**src/rtl/irqc_pkg.sv**
```systemverilog
package irqc_pkg;
  typedef enum logic [1:0] {
    IM_RST   = 2'd0,
    IM_FIXED = 2'd1,
    IM_TABLE = 2'd2
  } im_mode_e;

  localparam int COST_W = 5;
  localparam logic [7:0] HALT_OPCODE = 8'h76;
  localparam logic [COST_W-1:0] COST_NMI = 5'd11;
  localparam logic [COST_W-1:0] COST_RST = 5'd13;
  localparam logic [COST_W-1:0] COST_FIXED = 5'd13;
  localparam logic [COST_W-1:0] COST_TABLE = 5'd19;
endpackage

```
**src/rtl/irqc_pending.sv**
```systemverilog
module irqc_pending #(
  parameter int NSRC = 8,
  localparam int IDX_W = (NSRC > 1) ? $clog2(NSRC) : 1
) (
  input  logic             clk,
  input  logic             rst_n,
  input  logic             nmi_req,
  input  logic             nmi_clr,
  input  logic [NSRC-1:0]  irq_req,
  input  logic             irq_clr,
  output logic             nmi_pend,
  output logic             irq_any,
  output logic [IDX_W-1:0] irq_idx
);
  logic [NSRC-1:0] pend_q;
  logic [NSRC-1:0] clr_vec;
  logic            nmi_q;
  logic            nmi_nxt;
  logic            nmi_en;

  // lowest-numbered pending source
  always_comb begin
    irq_idx = '0;
    for (int i = NSRC - 1; i >= 0; i--) begin
      if (pend_q[i]) irq_idx = IDX_W'(i);
    end
  end

  assign irq_any = |pend_q;

  generate
    for (genvar g = 0; g < NSRC; g++) begin : g_src
      logic bit_nxt;
      logic bit_en;
      assign clr_vec[g] = irq_clr && (irq_idx == IDX_W'(g));
      always_comb begin
        bit_en  = irq_req[g] | clr_vec[g];
        bit_nxt = irq_req[g] | (pend_q[g] & ~clr_vec[g]);
      end
      always_ff @(posedge clk or negedge rst_n) begin
        if (!rst_n) pend_q[g] <= 1'b0;
        else if (bit_en) pend_q[g] <= bit_nxt;
      end
    end
  endgenerate

  always_comb begin
    nmi_en  = nmi_req | nmi_clr;
    nmi_nxt = nmi_req | (nmi_q & ~nmi_clr);
  end

  always_ff @(posedge clk or negedge rst_n) begin
    if (!rst_n) nmi_q <= 1'b0;
    else if (nmi_en) nmi_q <= nmi_nxt;
  end

  assign nmi_pend = nmi_q;
endmodule

```
**src/rtl/irqc_enable.sv**
```systemverilog
module irqc_enable
  import irqc_pkg::*;
(
  input  logic     clk,
  input  logic     rst_n,
  input  logic     take_nmi,
  input  logic     take_irq,
  input  logic     ei_exec,
  input  logic     di_exec,
  input  logic     retn_exec,
  input  logic     im_set,
  input  logic [1:0] im_value,
  output logic     iff1,
  output logic     iff2,
  output im_mode_e mode
);
  logic     f1_q, f2_q, f1_nxt, f2_nxt, f_en;
  im_mode_e mode_q, mode_nxt;
  logic     mode_en;

  // entry wins over instruction events in the same cycle
  always_comb begin
    f1_nxt = f1_q;
    f2_nxt = f2_q;
    if (take_nmi) begin
      f1_nxt = 1'b0;
    end else if (take_irq) begin
      f1_nxt = 1'b0;
      f2_nxt = 1'b0;
    end else if (ei_exec) begin
      f1_nxt = 1'b1;
      f2_nxt = 1'b1;
    end else if (di_exec) begin
      f1_nxt = 1'b0;
      f2_nxt = 1'b0;
    end else if (retn_exec) begin
      f1_nxt = f2_q;
    end
    f_en = take_nmi | take_irq | ei_exec | di_exec | retn_exec;
  end

  always_comb begin
    mode_en  = im_set && (im_value != 2'd3);
    mode_nxt = im_mode_e'(im_value);
  end

  always_ff @(posedge clk or negedge rst_n) begin
    if (!rst_n) begin
      f1_q <= 1'b0;
      f2_q <= 1'b0;
    end else if (f_en) begin
      f1_q <= f1_nxt;
      f2_q <= f2_nxt;
    end
  end

  always_ff @(posedge clk or negedge rst_n) begin
    if (!rst_n) mode_q <= IM_RST;
    else if (mode_en) mode_q <= mode_nxt;
  end

  assign iff1 = f1_q;
  assign iff2 = f2_q;
  assign mode = mode_q;
endmodule

```
**src/rtl/irqc_vector.sv**
```systemverilog
module irqc_vector
  import irqc_pkg::*;
#(
  parameter int ADDR_W = 16,
  parameter logic [ADDR_W-1:0] NMI_VEC = 16'h0066,
  parameter logic [ADDR_W-1:0] FIXED_VEC = 16'h0038
) (
  input  logic              is_nmi,
  input  im_mode_e          mode,
  input  logic [ADDR_W-1:0] cur_pc,
  input  logic [7:0]        cur_opcode,
  input  logic              stop_on_halt,
  input  logic [7:0]        i_reg,
  input  logic [7:0]        src_byte,
  output logic [ADDR_W-1:0] ret_addr,
  output logic [ADDR_W-1:0] target,
  output logic [COST_W-1:0] cost,
  output logic              fetch
);
  logic step_over;

  always_comb begin
    step_over = (cur_opcode == HALT_OPCODE) && !stop_on_halt;
    ret_addr  = step_over ? (cur_pc + ADDR_W'(1)) : cur_pc;
  end

  always_comb begin
    target = NMI_VEC;
    cost   = COST_NMI;
    fetch  = 1'b0;
    if (!is_nmi) begin
      case (mode)
        IM_FIXED: begin
          target = FIXED_VEC;
          cost   = COST_FIXED;
        end
        IM_TABLE: begin
          target = ADDR_W'({i_reg, src_byte});
          cost   = COST_TABLE;
          fetch  = 1'b1;
        end
        default: begin
          target = ADDR_W'({src_byte[5:3], 3'b000});
          cost   = COST_RST;
        end
      endcase
    end
  end
endmodule

```
**src/rtl/irq_accept_ctrl.sv**
```systemverilog
module irq_accept_ctrl
  import irqc_pkg::*;
#(
  parameter int NSRC = 8,
  parameter int ADDR_W = 16,
  parameter logic [ADDR_W-1:0] NMI_VEC = 16'h0066,
  parameter logic [ADDR_W-1:0] FIXED_VEC = 16'h0038,
  localparam int IDX_W = (NSRC > 1) ? $clog2(NSRC) : 1
) (
  input  logic              clk,
  input  logic              rst_n,
  input  logic              boundary,
  input  logic              nmi_req,
  input  logic [NSRC-1:0]   irq_req,
  input  logic [NSRC*8-1:0] vec_data,
  input  logic              ei_exec,
  input  logic              di_exec,
  input  logic              retn_exec,
  input  logic              im_set,
  input  logic [1:0]        im_value,
  input  logic [ADDR_W-1:0] cur_pc,
  input  logic [7:0]        cur_opcode,
  input  logic              stop_on_halt,
  input  logic [7:0]        i_reg,
  output logic              taken,
  output logic              took_nmi,
  output logic              push_req,
  output logic [ADDR_W-1:0] push_data,
  output logic [ADDR_W-1:0] new_pc,
  output logic              vec_fetch,
  output logic [4:0]        entry_cost,
  output logic              iff1,
  output logic              iff2,
  output logic              pv_flag,
  output logic [1:0]        int_mode
);
  logic [1:0]        rst_sync_q;
  logic              rst_i_n;
  logic              nmi_pend, irq_any;
  logic [IDX_W-1:0]  irq_idx;
  logic              take_nmi, take_irq, accept;
  logic [7:0]        src_byte;
  im_mode_e          mode;
  logic [ADDR_W-1:0] ret_addr, target;
  logic [COST_W-1:0] cost;
  logic              fetch;

  logic              taken_q, nmi_q, push_q, fetch_q;
  logic [ADDR_W-1:0] push_data_q, new_pc_q;
  logic [COST_W-1:0] cost_q;

  // asynchronous assert, synchronous release
  always_ff @(posedge clk or negedge rst_n) begin
    if (!rst_n) rst_sync_q <= 2'b00;
    else rst_sync_q <= {rst_sync_q[0], 1'b1};
  end
  assign rst_i_n = rst_sync_q[1];

  irqc_pending #(.NSRC(NSRC)) u_pend (
    .clk      (clk),
    .rst_n    (rst_i_n),
    .nmi_req  (nmi_req),
    .nmi_clr  (take_nmi),
    .irq_req  (irq_req),
    .irq_clr  (take_irq),
    .nmi_pend (nmi_pend),
    .irq_any  (irq_any),
    .irq_idx  (irq_idx)
  );

  always_comb begin
    take_nmi = boundary && nmi_pend;
    take_irq = boundary && !nmi_pend && irq_any && iff1;
    accept   = take_nmi | take_irq;
    src_byte = vec_data[irq_idx*8 +: 8];
  end

  irqc_enable u_en (
    .clk       (clk),
    .rst_n     (rst_i_n),
    .take_nmi  (take_nmi),
    .take_irq  (take_irq),
    .ei_exec   (ei_exec),
    .di_exec   (di_exec),
    .retn_exec (retn_exec),
    .im_set    (im_set),
    .im_value  (im_value),
    .iff1      (iff1),
    .iff2      (iff2),
    .mode      (mode)
  );

  irqc_vector #(.ADDR_W(ADDR_W), .NMI_VEC(NMI_VEC), .FIXED_VEC(FIXED_VEC)) u_vec (
    .is_nmi       (take_nmi),
    .mode         (mode),
    .cur_pc       (cur_pc),
    .cur_opcode   (cur_opcode),
    .stop_on_halt (stop_on_halt),
    .i_reg        (i_reg),
    .src_byte     (src_byte),
    .ret_addr     (ret_addr),
    .target       (target),
    .cost         (cost),
    .fetch        (fetch)
  );

  always_ff @(posedge clk or negedge rst_i_n) begin
    if (!rst_i_n) begin
      taken_q <= 1'b0;
      nmi_q   <= 1'b0;
      push_q  <= 1'b0;
    end else begin
      taken_q <= accept;
      nmi_q   <= take_nmi;
      push_q  <= accept;
    end
  end

  always_ff @(posedge clk or negedge rst_i_n) begin
    if (!rst_i_n) begin
      push_data_q <= '0;
      new_pc_q    <= '0;
      cost_q      <= '0;
      fetch_q     <= 1'b0;
    end else if (accept) begin
      push_data_q <= ret_addr;
      new_pc_q    <= target;
      cost_q      <= cost;
      fetch_q     <= fetch;
    end
  end

  assign taken      = taken_q;
  assign took_nmi   = nmi_q;
  assign push_req   = push_q;
  assign push_data  = push_data_q;
  assign new_pc     = new_pc_q;
  assign vec_fetch  = fetch_q;
  assign entry_cost = cost_q;
  assign pv_flag    = iff2;
  assign int_mode   = mode;
endmodule

```
**config.mk**
```make
export PLATFORM = sky130hd
export DESIGN_NAME = irq_accept_ctrl
export DESIGN_NICKNAME = d
export VERILOG_FILES = /design/src/rtl/irqc_pkg.sv /design/src/rtl/irqc_pending.sv /design/src/rtl/irqc_enable.sv /design/src/rtl/irqc_vector.sv /design/src/rtl/irq_accept_ctrl.sv
export SDC_FILE = /design/constraint.sdc
export NUM_CORES = 1
export LEC_CHECK = 0
export BUFFER_PORTS_ARGS = -buffer_cell sky130_fd_sc_hd__clkbuf_2
export CAP_MARGIN = 20
export CORE_AREA = 4 4 106 108
export DETAILED_ROUTE_END_ITERATION = 7
export DIE_AREA = 0 0 110 112
export PLACE_DENSITY = 0.54
export SETUP_SLACK_MARGIN = 0.05
export SYNTH_ARGS = -nofsm -noshare
export SYNTH_HDL_FRONTEND = slang
export SYNTH_SLANG_ARGS = --single-unit
```
**constraint.sdc**
```tcl
create_clock -name clk -period 1.57 [get_ports clk]
set_input_delay 0.0785 -clock clk [delete_from_list [all_inputs] [get_ports clk]]
set_output_delay 0.0785 -clock clk [all_outputs]
set_load 0.05 [all_outputs]
```
## Word level (Yosys, flattened, before mapping)

Cells that the tools add are included.

- Flip-flop bits (word level): 55
- Input bits: 115
- Word-level logic and storage cells: 117

- Muxes and demuxes: 23
- Add/subtract/negate cells: 1
- Reductions and logical operators: 22
- Bitwise gates (word level): 40
- Equal/unequal tests: 11
- Shifts and indexed selects: 1

Operators with widths:

| operator | count |
|---|---|
| 64-bit by 7-bit variable part select with 8-bit output | 1 |
| 16-bit two-way mux | 2 |
| 16-bit one-hot mux with 2 select lines | 1 |
| 3-bit two-way mux | 8 |
| 1-bit bitwise OR | 22 |
| 16-bit by 1-bit adder with 16-bit output (second input constant) | 1 |
| 1-bit logical AND | 14 |
| 3-bit == test (second input constant) | 4 |
| 1-bit two-way mux | 10 |
| 5-bit two-way mux | 2 |
| 1-bit bitwise AND | 9 |
| 1-bit inverter | 9 |
| 8-bit by 7-bit == test with 1-bit output (second input constant) | 1 |
| 8-bit OR reduction | 1 |
| 3-bit by 2-bit == test with 1-bit output (second input constant) | 2 |
| 5-bit nonzero test | 1 |
| 3-bit by 1-bit == test with 1-bit output (second input constant) | 1 |
| 3-bit logical NOT | 1 |
| 3-bit AND reduction | 1 |
| 3-bit nonzero test | 1 |
| 2-bit by 1-bit == test with 1-bit output (second input constant) | 1 |
| 2-bit == test (second input constant) | 1 |
| 1-bit logical NOT | 2 |
| 2-bit != test (second input constant) | 1 |
| 2-bit AND reduction | 1 |

## Longest topological paths before layout

Gate-level depths: netlist of run 1.

- Depth in word-level cells: 13
- Mapped depth: 8

## Hierarchy

A second synthesis of run 1 with hierarchy kept.

- Cells, all modules: 260
- Area total of the unflattened synthesis: 3281.9 µm²

By module, submodules not included:

| module | seq. area each (µm²) | cells an instance | instances | area each (µm²) |
|---|---|---|---|---|
| irq_accept_ctrl | 1051.0 | 121 | 1 | 2099.5 |
| irqc_vector | 0.0 | 78 | 1 | 569.3 |
| irqc_pending | 225.2 | 43 | 1 | 427.9 |
| irqc_enable | 100.1 | 18 | 1 | 185.2 |

## Worst setup path after synthesis of run 1

Ideal clock, no wire load.

- Kind: reg-to-reg
- From: register u_en.mode_q[0] (netlist: u_en.mode[0])
- To: register new_pc_q[1] (netlist: new_pc[1])
- Stages on the path, launching flop included: 8
- Path slack: -0.559 ns
- Period minus slack after synthesis: 2.129 ns
- Buffers on the path: 0
- Required time: 1.501 ns
- Arrival time: 2.060 ns
- Cells stage by stage: dfrtp_1 -> inv_1 -> ha_1 -> nor4b_1 -> o21ai_0 -> a21oi_1 -> o21ai_0 -> nand3_1

- Longest elaborated chain between the ends: 3
- Elaborated cells on any way between the ends: 4
- Classes of those cells: eq/ne (2); mux (2)

Ends and longest elaborated chain:

| element | line | RTL |
|---|---|---|
| start, declared | irqc_enable.sv:18 | `im_mode_e mode_q, mode_nxt;` |
| start signal, assigned | irqc_enable.sv:59 | `else if (mode_en) mode_q <= mode_nxt;` |
| 2-bit == test or 2-bit by 1-bit == test with 1-bit output (tied branches) | irqc_vector.sv:32 | `case (mode)` |
| 16-bit one-hot mux with 2 select lines * | irqc_vector.sv:32 |  |
| 16-bit two-way mux * | irqc_vector.sv:31 | `if (!is_nmi) begin` |
| end signal, assigned | irq_accept_ctrl.sv:127 | `new_pc_q <= target;` |
| end, declared | irq_accept_ctrl.sv:49 | `logic [ADDR_W-1:0] push_data_q, new_pc_q;` |

Every way passes the cells marked *; elsewhere a longest branch is shown, timed or not.
A chain may end at the register's enable or synchronous reset.

## Worst setup path after layout of run 1

- From: register u_pend.pend_q[1]
- To: register new_pc_q[4] (netlist: new_pc[4])

- Longest elaborated chain between the ends: 5
- Elaborated cells on any way between the ends: 9
- Classes of those cells: shift (1); mux (4); bitwise (1); reduce/logical (3)

Ends and longest elaborated chain:

| element | line | RTL |
|---|---|---|
| start, declared | irqc_pending.sv:15 | `logic [NSRC-1:0] pend_q;` |
| start signal, assigned by index | irqc_pending.sv:42 | `else if (bit_en) pend_q[g] <= bit_nxt;` |
| 3-bit two-way mux (2 in a row) | irqc_pending.sv:25 | `if (pend_q[i]) irq_idx = IDX_W'(i);` |
| 64-bit by 7-bit variable part select with 8-bit output | irq_accept_ctrl.sv:75 | `src_byte = vec_data[irq_idx*8 +: 8];` |
| 16-bit one-hot mux with 2 select lines | irqc_vector.sv:32 |  |
| 16-bit two-way mux | irqc_vector.sv:31 |  |

Several ways; a longest one is shown, not always the timed one.

==> flow_metrics.tcl, run 1 <==
set metrics [dict create \
    hold_slack_ps 0.233 \
    drc 0 \
    postRouteAntennaNets 0 \
    place_worst_setup_slack_ps -459 \
    max_freq_mhz 503 \
    fin_crit_sh 1.27 \
    fin_cells 699 \
    placed_cells 649 \
    ios 161 \
    cts.clk_slew.worst_paths_ps 110 \
    max_stage_delay_ps 600 \
    violations "negative setup slack" \
    async_flop_share 1.00 \
    ys_seq_area_frac 0.448 \
    crit_family "simple AND/OR/NAND/NOR gates" \
    ys_ff_latch 54 \
    numCtsBuffers 5 \
    min_path_type "input port to flip-flop" \
    initial_core_util 0.295 \
    startpoint_type "flip-flop" \
    place_congestion 0.863 \
    synth_xor_area_frac 0.0436 \
    slew_violations 0 \
    post-route-min-period_ps 1990 \
    synth_top_area_share 0.448 \
    worstPathArrival_ps 2210 \
    clockBufferDepth 2 \
    crit_chain "or4_4 > nor2_8 > mux2i_1 > a221oi_1 > o31a_1 > a221o_1" \
    wl_per_cell_um 15.5 \
    yosysUniqueCellTypes 55 \
    avgViaCountPerCell 4.72 \
    hpwl_um 7980 \
    syn_inst 318 \
    antenna_found_initial 0 \
    required_ps 1790 \
    max-vdd-ir-drop_mv 0.460 \
    overflow 0 \
    die_area_um2 12300 \
    grt_pass1_vias 3512 \
    drt_wl_total_um 10800 \
    avgSynthCellArea_um2 9.48 \
    nNetsFinal 680 \
    p_per_area_nw_per_um2 718 \
    area_growth_pct 75.2 \
    dr.pass1.iters 4 \
    hold_viol 0 \
    synth_top_family_by_area "compound AO/OA/AOI/OAI gates" \
    grt_max_degree 31 \
    cts-root-buf "clkbuf_8" \
    fin_skew_ps 20.4 \
    drt-initial-drc-count 104 \
    cts_tree "yes" \
    core.rowCount 37 \
    fp.coreArea_um2 10200 \
    outcome "finished with violations" \
    synth_mux_area_frac 0.0598 \
    die_h_um 112 \
    critical_path.max_fanout 5 \
    worst_slack_ps -419 \
    setup_viol 44 \
    syn-cell-area_um2 3010 \
    synth_edf_count 0 \
    synth_top_flop_cell "dfrtp_1" \
    htree_num_levels 2 \
    synth_fa_ha_area_frac 0.0125 \
    drive_gt1_frac 0.542 \
    p_leak_uw 0.00251 \
    io_buffer_count 160 \
    worst_path_max_delay_cell "or4_4" \
    insertion_delay_ps 320 \
    synth_area_leaders "dfrtp_1 45%, mux2i_1 6.0%, o21ai_0 5.0%, nor2_1 4.2%, nand2_1 3.9%" \
    crit_type "flip-flop to flip-flop" \
    cp_num_buf_inv 0 \
    rsz0062_at_grt "yes" \
    cp-end-kind "flip-flop" \
    synth_area_leader_cell "dfrtp_1" \
    vias 3300 \
    antenna_cells 0 \
    die_w_um 110 \
    syn_nets 436 \
    cts_num_sinks 54 \
    yosys_warnings 0 \
    track_usage 0.171 \
    yosys.area_share.simple 0.189 \
    setup_tns_ps -12740 \
    grt_pass1_wl_um 16800 \
    drv_cap 0 \
    synth_compound_area_frac 0.198 \
]
## layout by cell type (no fill, tap or decap), types with 6 or more instances in the layout
| cell type | n |
|---|---|
| a22o_1 | 9 |
| o21ai_0 | 11 |
| nand3_1 | 6 |
| nor2_1 | 31 |
| buf_4 | 49 |
| nand2_2 | 6 |
| o21ai_1 | 11 |
| dfrtp_2 | 8 |
| mux2i_1 | 11 |
| clkbuf_2 | 160 |
| dlygate4sd3_1 | 24 |
| a21o_1 | 6 |
| dfrtp_1 | 46 |
| o21ai_2 | 8 |
| buf_6 | 12 |
| nand2_1 | 20 |
| inv_1 | 10 |
| xnor2_1 | 10 |
| clkbuf_8 | 7 |
## metal layers
metal,vias to the layer above,GRT usage,part of all wire
met5,-,0,0
met4,0,0.0366,0.0068
met3,6,0.0417,0.077
met2,118,0.305,0.51
met1,1533,0.205,0.41
li1,1643,-,-
## stage by stage
stage          area (um2)   util  power (uW)
2_1_floorplan        3040      -        2270
3_3_place_gp         4330  0.424        2700
3_5_place_dp         4330  0.424        2710
4_1_cts              4820  0.472        3680
5_1_grt              5280  0.516        4000
6_report             5280  0.516        3790
## area by class of cell
class	count	area, um2
sequential	54	1360
multi-input combinational	236	1880
clock buffer	7	96.3
inverter	12	45.0
fill	985	4950
clock inverter	1	8.76
timing repair buffer	253	1720
tap	136	170
## flip-flops by register name, summed over array words and instances (netlist names)
signal,flops
u_pend.nmi_pend,1
took_nmi,1
u_en.mode,2
entry_cost,5
u_en.iff1,1
new_pc,16
push_data,16
push_req,1
u_en.iff2,1
u_pend.pend_q,8
rst_sync_q,2
## worst min-delay path, stage by stage
cell,delay (ps)
clkbuf_2,90
a221oi_2,50
nand3_1,60
## where the power goes
part / leakage (uW) / switching (uW) / internal [uW] / total [uW]
registers: 0.000626 / 78.5 / 1500 / 1580
clock network: 0.0000544 / 486 / 406 / 892
logic: 0.00183 / 813 / 502 / 1310
total: 0.00251 / 1380 / 2410 / 3790
## path summary, 6_finish.rpt
| kind | to | depth (start not counted) | from | slack (ps) |
|---|---|---|---|---|
| max | new_pc[4] | 6 | u_pend.pend_q[1] | -420 |
| min | new_pc[2] | 3 | vec_data[2] | 0.2 |
| max reg2reg | new_pc[4] | 6 | u_pend.pend_q[1] | -420 |
| min reg2reg | new_pc[12] | 1 | rst_sync_q[1] | 250 |
| max in group asynchronous | u_pend.pend_q[6] | 1 | rst_sync_q[1] | 940 |
| min in group asynchronous | rst_sync_q[0] | 2 | rst_n | 70 |
## kinds of logic (layout without fill, tap and decap cells)
family | after synthesis | count (layout)
simple gates | 111 | 112
compound gates | 87 | 87
flops | 54 | 54
buf+inv | 29 | 273
mux | 18 | 18
xor+xnor | 15 | 15
fa+ha+maj | 3 | 3
other cells | 1 | 1
## cells in the mapped netlist, types with 3 or more instances
cell type	instances
nor2b_1	3
nor3_1	5
nand2b_1	5
xor2_1	5
buf_4	8
o22ai_1	3
o31a_1	3
a221oi_1	5
clkbuf_1	5
buf_2	4
and2_1	4
dfrtp_1	54
nand3_1	6
o21ai_0	30
nand2_1	31
a22o_1	9
a21oi_1	9
xnor2_1	10
mux2i_1	18
a211oi_1	4
nor2_1	34
inv_1	11
ha_1	3
a21o_1	6
nand4_1	5
## repair_timing
action | CTS | global route
pin swaps | 9 | 21
resized for setup | 23 | 86
endpoints found under the hold margin | 25 | 0
setup buffers | 6 | 6
cloned | 1 | 5
setup endpoints to repair | 44 | 44
hold buffers | 24 | 0
(Power assumes the default switching activity.)
==> run 2: changes to the inputs <==
SETUP_SLACK_MARGIN = default   (was 0.05)
==> flow_metrics.tcl, run 2 (synthesis results as in run 1) <==
set metrics [dict create \
    p_leak_uw 0.00238 \
    hold_end "new_pc[2]" \
    fill_cells 991 \
    crit_chain "buf_6 > o311a_4 > buf_12 > mux2i_1 > a21oi_1 > a2111o_1" \
    hold_viol 0 \
    worst_slack_ps -407 \
    violations "negative setup slack" \
    htree_num_levels 2 \
    postRouteAntennaNets 0 \
    crit_type "flip-flop to flip-flop" \
    regToRegSetupSlack_ps -410 \
    insertion_delay_ps 320 \
    timing.rr.end "new_pc[6]" \
    final_util 0.489 \
    max_stage_delay_ps 460 \
    crit_family "compound AO/OA/AOI/OAI gates" \
    numCtsBuffers 5 \
    ff2ff_path_depth 6 \
    r2r-start "u_pend.pend_q[3]" \
    min_path_type "input port to flip-flop" \
    final_area_um2 5000 \
    startpoint_type "flip-flop" \
    layout_commonest_cell "clkbuf_2" \
    overflow 0 \
    hpwl_um 7960 \
    vias 3234 \
    post-route-min-period_ps 1980 \
    cts_tree "yes" \
    area_growth_pct 66.0 \
    worst_path_max_delay_cell "dfrtp_2" \
    max_freq_mhz 506 \
    core.rowCount 37 \
    track_usage 0.167 \
    clockBufferDepth 2 \
    grt_max_degree 31 \
    drc 0 \
    final_cell_mix "160 x clkbuf_2, 52 x buf_4, 46 x dfrtp_1, 32 x nor2_1, 31 x nand2_1" \
    ios 161 \
    die_area_um2 12300 \
    max-vdd-ir-drop_mv 0.511 \
    cts-root-buf "clkbuf_8" \
    fp.coreArea_um2 10200 \
    critical_path.max_fanout 8 \
    wl_per_cell_um 15.0 \
    total_power_uw 3550 \
    cp-end-kind "flip-flop" \
    hp-start "vec_data[2]" \
    drive_gt1_frac 0.487 \
    place_congestion 0.863 \
    cp_num_buf_inv 2 \
    drt_wl_total_um 10400 \
    avgViaCountPerCell 4.66 \
    required_ps 1760 \
    setup_tns_ps -11840 \
    antenna_found_initial 0 \
    grt_pass1_wl_um 16400 \
    drv_cap 0 \
    worstPathArrival_ps 2170 \
    worstHoldPathCells 3 \
    p_per_area_nw_per_um2 709 \
    drt-initial-drc-count 97 \
    cts.clk_slew.worst_paths_ps 110 \
    initial_core_util 0.295 \
    crit_cells 6 \
    grt_pass1_vias 3440 \
    fin_skew_ps 17.7 \
    fin_crit_sh 1.26 \
    setup_viol 44 \
    hold_slack_ps 11.6 \
    nNetsFinal 675 \
    io_buffer_count 160 \
    dr.pass1.iters 7 \
    die_w_um 110 \
    placed_area_um2 4330 \
    slew_violations 0 \
    antenna_cells 0 \
    cts_num_sinks 54 \
    rsz0062_at_grt "yes" \
    die_h_um 112 \
    outcome "finished with violations" \
]
==> run 2: cell types whose count changed in the layout (fill, tap and decap cells not counted), sizes merged <==
cell      delta
clkinvlp     +1
clkinv       -1
clkbuf       -4
buf          -1
==> run 2: layout make-up <==
class,instances,area [um2],area share
clock buffer,7,76.3,0.0153
clock inverter,1,7.51,0.00150
inverter,12,45.0,0.00900
multi-input combinational,236,1730,0.347
sequential,54,1360,0.272
tap,136,170,0.0340
timing repair buffer,248,1610,0.322
==> run 2: where the power goes <==
| group | internal [uW] | leakage (uW) | switching, uW | total (uW) |
|---|---|---|---|---|
| registers | 1500 | 0.000626 | 64.6 | 1570 |
| logic | 430 | 0.00172 | 769 | 1200 |
| clock network | 317 | 0.0000385 | 465 | 782 |
==> run 2: how the worst max path moves through the flow <==
| stage | from | to | slack, ps |
|---|---|---|---|
| floorplan | u_pend.pend_q[1] | new_pc[3] | -410 |
| global placement | u_pend.pend_q[4] | new_pc[5] | -410 |
| detailed placement | u_pend.pend_q[3] | new_pc[4] | -450 |
| CTS | u_pend.pend_q[0] | new_pc[4] | -410 |
| global route | u_pend.pend_q[3] | new_pc[1] | -510 |
| finish | u_pend.pend_q[3] | new_pc[6] | -410 |
==> run 2: routing by layer <==
metal  vias up  wire length [um]  global-route usage
li1       1628                 -                   -
met2       122              5170               0.298
met5         -                 0                   0
met3        14               755              0.0354
met1      1470              4340               0.199
met4         0               148              0.0441
==> run 2: stage by stage <==
stage | cells | worst slack (ps)
after CTS | 688 | -414
after floorplan | 318 | -413
after global routing | 694 | -514
final | 694 | -407
after global placement | 649 | -405
after detailed placement | 649 | -445
==> run 2: worst register-to-register path: cells and delay by family, from the launching register on <==
family	cells	cell delay [ps]
AOI/OAI and AO/OA	3	880
buffers and inverters	2	300
DFF	1	460
muxes	1	210
==> run 2: repair_timing <==
action                                 CTS  global route
hold buffers                            24             0
resized for setup                       34            19
setup buffers                            6             5
endpoints found under the hold margin   25             0
pin swaps                               15             8
setup endpoints to repair               44            44
gates cloned                             1             1
==> run 3: changes to the inputs <==
PLACE_DENSITY = 0.6   (was 0.54)
==> flow_metrics.tcl, run 3 (synthesis results as in run 1) <==
set metrics [dict create \
    outcome "finished with violations" \
    violations "negative setup slack" \
    rsz0062_at_grt "yes" \
    startpoint_type "flip-flop" \
    cts-root-buf "clkbuf_8" \
    hpwl_um 8020 \
    worst_path_max_delay_cell "dfrtp_1" \
    clockPowerShare 0.290 \
    htree_num_levels 2 \
    io_buffer_count 160 \
    slew_violations 0 \
    grt_pass1_vias 3500 \
    min_path_type "input port to flip-flop" \
    required_ps 1760 \
    switching_share 0.334 \
    dr.pass1.iters 4 \
    hold_viol 0 \
    fin_cells 696 \
    worst_slack_ps -464 \
    max_stage_delay_ps 420 \
    placed_cells 647 \
    final_area_um2 5100 \
    initial_core_util 0.295 \
    cts_num_sinks 54 \
    fin_crit_sh 1.30 \
    die_area_um2 12300 \
    fp.coreArea_um2 10200 \
    placed_area_um2 4310 \
    cp-end-kind "flip-flop" \
    total_power_uw 3950 \
    die_w_um 110 \
    setup_viol 44 \
    post-route-min-period_ps 2030 \
    drive_gt1_frac 0.489 \
    core.rowCount 37 \
    worstPathArrival_ps 2220 \
    p_int_uw 2630 \
    pwr-share-seq 0.399 \
    drc 0 \
    clockBufferDepth 2 \
    crit_chain "buf_4 > buf_4 > nor2_2 > o31a_1 > a31oi_2 > buf_4 > o221ai_1 > a21oi_1 > a2111o_1" \
    drt_wl_total_um 10600 \
    antenna_found_initial 0 \
    p_per_area_nw_per_um2 774 \
    area_growth_pct 69.2 \
    share_comb_of_total_power 0.311 \
    final_cell_mix "160 x clkbuf_2, 57 x buf_4, 46 x dfrtp_1, 31 x nand2_1, 31 x nor2_1" \
    vias 3380 \
    cts.clk_slew.worst_paths_ps 100 \
    power.switching_uw 1320 \
    drv_cap 0 \
    critPathMostFrequentCell "buf_4" \
    insertion_delay_ps 300 \
    track_usage 0.168 \
    avgViaCountPerCell 4.86 \
    fin_skew_ps 4.77 \
    nNetsFinal 677 \
    antenna_cells 0 \
    grt_max_degree 28 \
    critical_path.max_fanout 8 \
    ios 161 \
    max-vdd-ir-drop_mv 0.456 \
    place_congestion 0.829 \
    die_h_um 112 \
    drt-initial-drc-count 129 \
    wl_per_cell_um 15.2 \
    crit_type "flip-flop to flip-flop" \
    postRouteAntennaNets 0 \
    numCtsBuffers 5 \
    grt_pass1_wl_um 16800 \
    p_leak_uw 0.00242 \
    cts_tree "yes" \
    layout_commonest_cell "clkbuf_2" \
    fill_cells 949 \
    overflow 0 \
    max_freq_mhz 492 \
]
-- run 3: path summary, 6_finish.rpt --
check | cells past startpoint | startpoint | end | slack, ps
worst max-delay path | 9 | u_pend.pend_q[3] | new_pc[6] | -460
worst min-delay path | 3 | im_value[1] | u_en.mode[1] | 20
worst max register to register | 9 | u_pend.pend_q[3] | new_pc[6] | -460
worst min register to register | 1 | rst_sync_q[1] | new_pc[13] | 270
max in group asynchronous | 1 | rst_sync_q[1] | u_pend.pend_q[6] | 980
min in group asynchronous | 2 | rst_n | rst_sync_q[0] | 80
-- run 3: layer usage --
metal  track usage  wire length, um  up-vias
met5             0                0        -
met4        0.0299              106        0
met3        0.0272              772       12
met2         0.314             5420      133
met1         0.200             4310     1606
li1              -                -     1629
-- run 3: critical path, delay by kind of cell, from the launching register on --
kind | cells | cell delay (ps)
AO/OA/AOI/OAI | 5 | 940
AND/OR/NAND/NOR | 1 | 100
buffers and inverters | 3 | 460
flip-flops | 1 | 420
-- run 3: per-stage QoR --
stage | TNS [ps] | utilization | worst slack (ps) | hold WS (ps)
2_1_floorplan | -9170 | - | -413 | -217
3_3_place_gp | -14090 | 0.421 | -432 | -132
3_5_place_dp | -13430 | 0.421 | -479 | -132
4_1_cts | -9110 | 0.490 | -438 | 3.74
5_1_grt | -19030 | 0.498 | -552 | 20.5
6_report | -14810 | 0.498 | -464 | 17.7
-- run 3: timing repair --
action	in CTS	in global routing
cloned	1	0
hold buffers	26	0
endpoints found under the hold margin	25	0
setup buffers	11	4
resized for setup	50	16
pin swaps	10	7
endpoints found under the setup margin	43	44
-- run 3: area by class of cell --
cell class,instances,area [um2],share of cell area
inverter,12,45.0,0.00883
clock buffer,6,82.6,0.0162
tap,136,170,0.0334
multi-input combinational,235,1740,0.341
timing repair buffer,251,1640,0.322
clock inverter,2,60.1,0.0118
sequential,54,1360,0.267
-- run 3: power by group through the flow --
stage	sequential [uW]	combinational, uW	clock (uW)
after floorplan	1990	277	0
after global placement	1590	1100	0
final	1570	1230	1150
after detailed placement	1600	1100	0
after CTS	1570	1230	1200
after global routing	1590	1310	1240
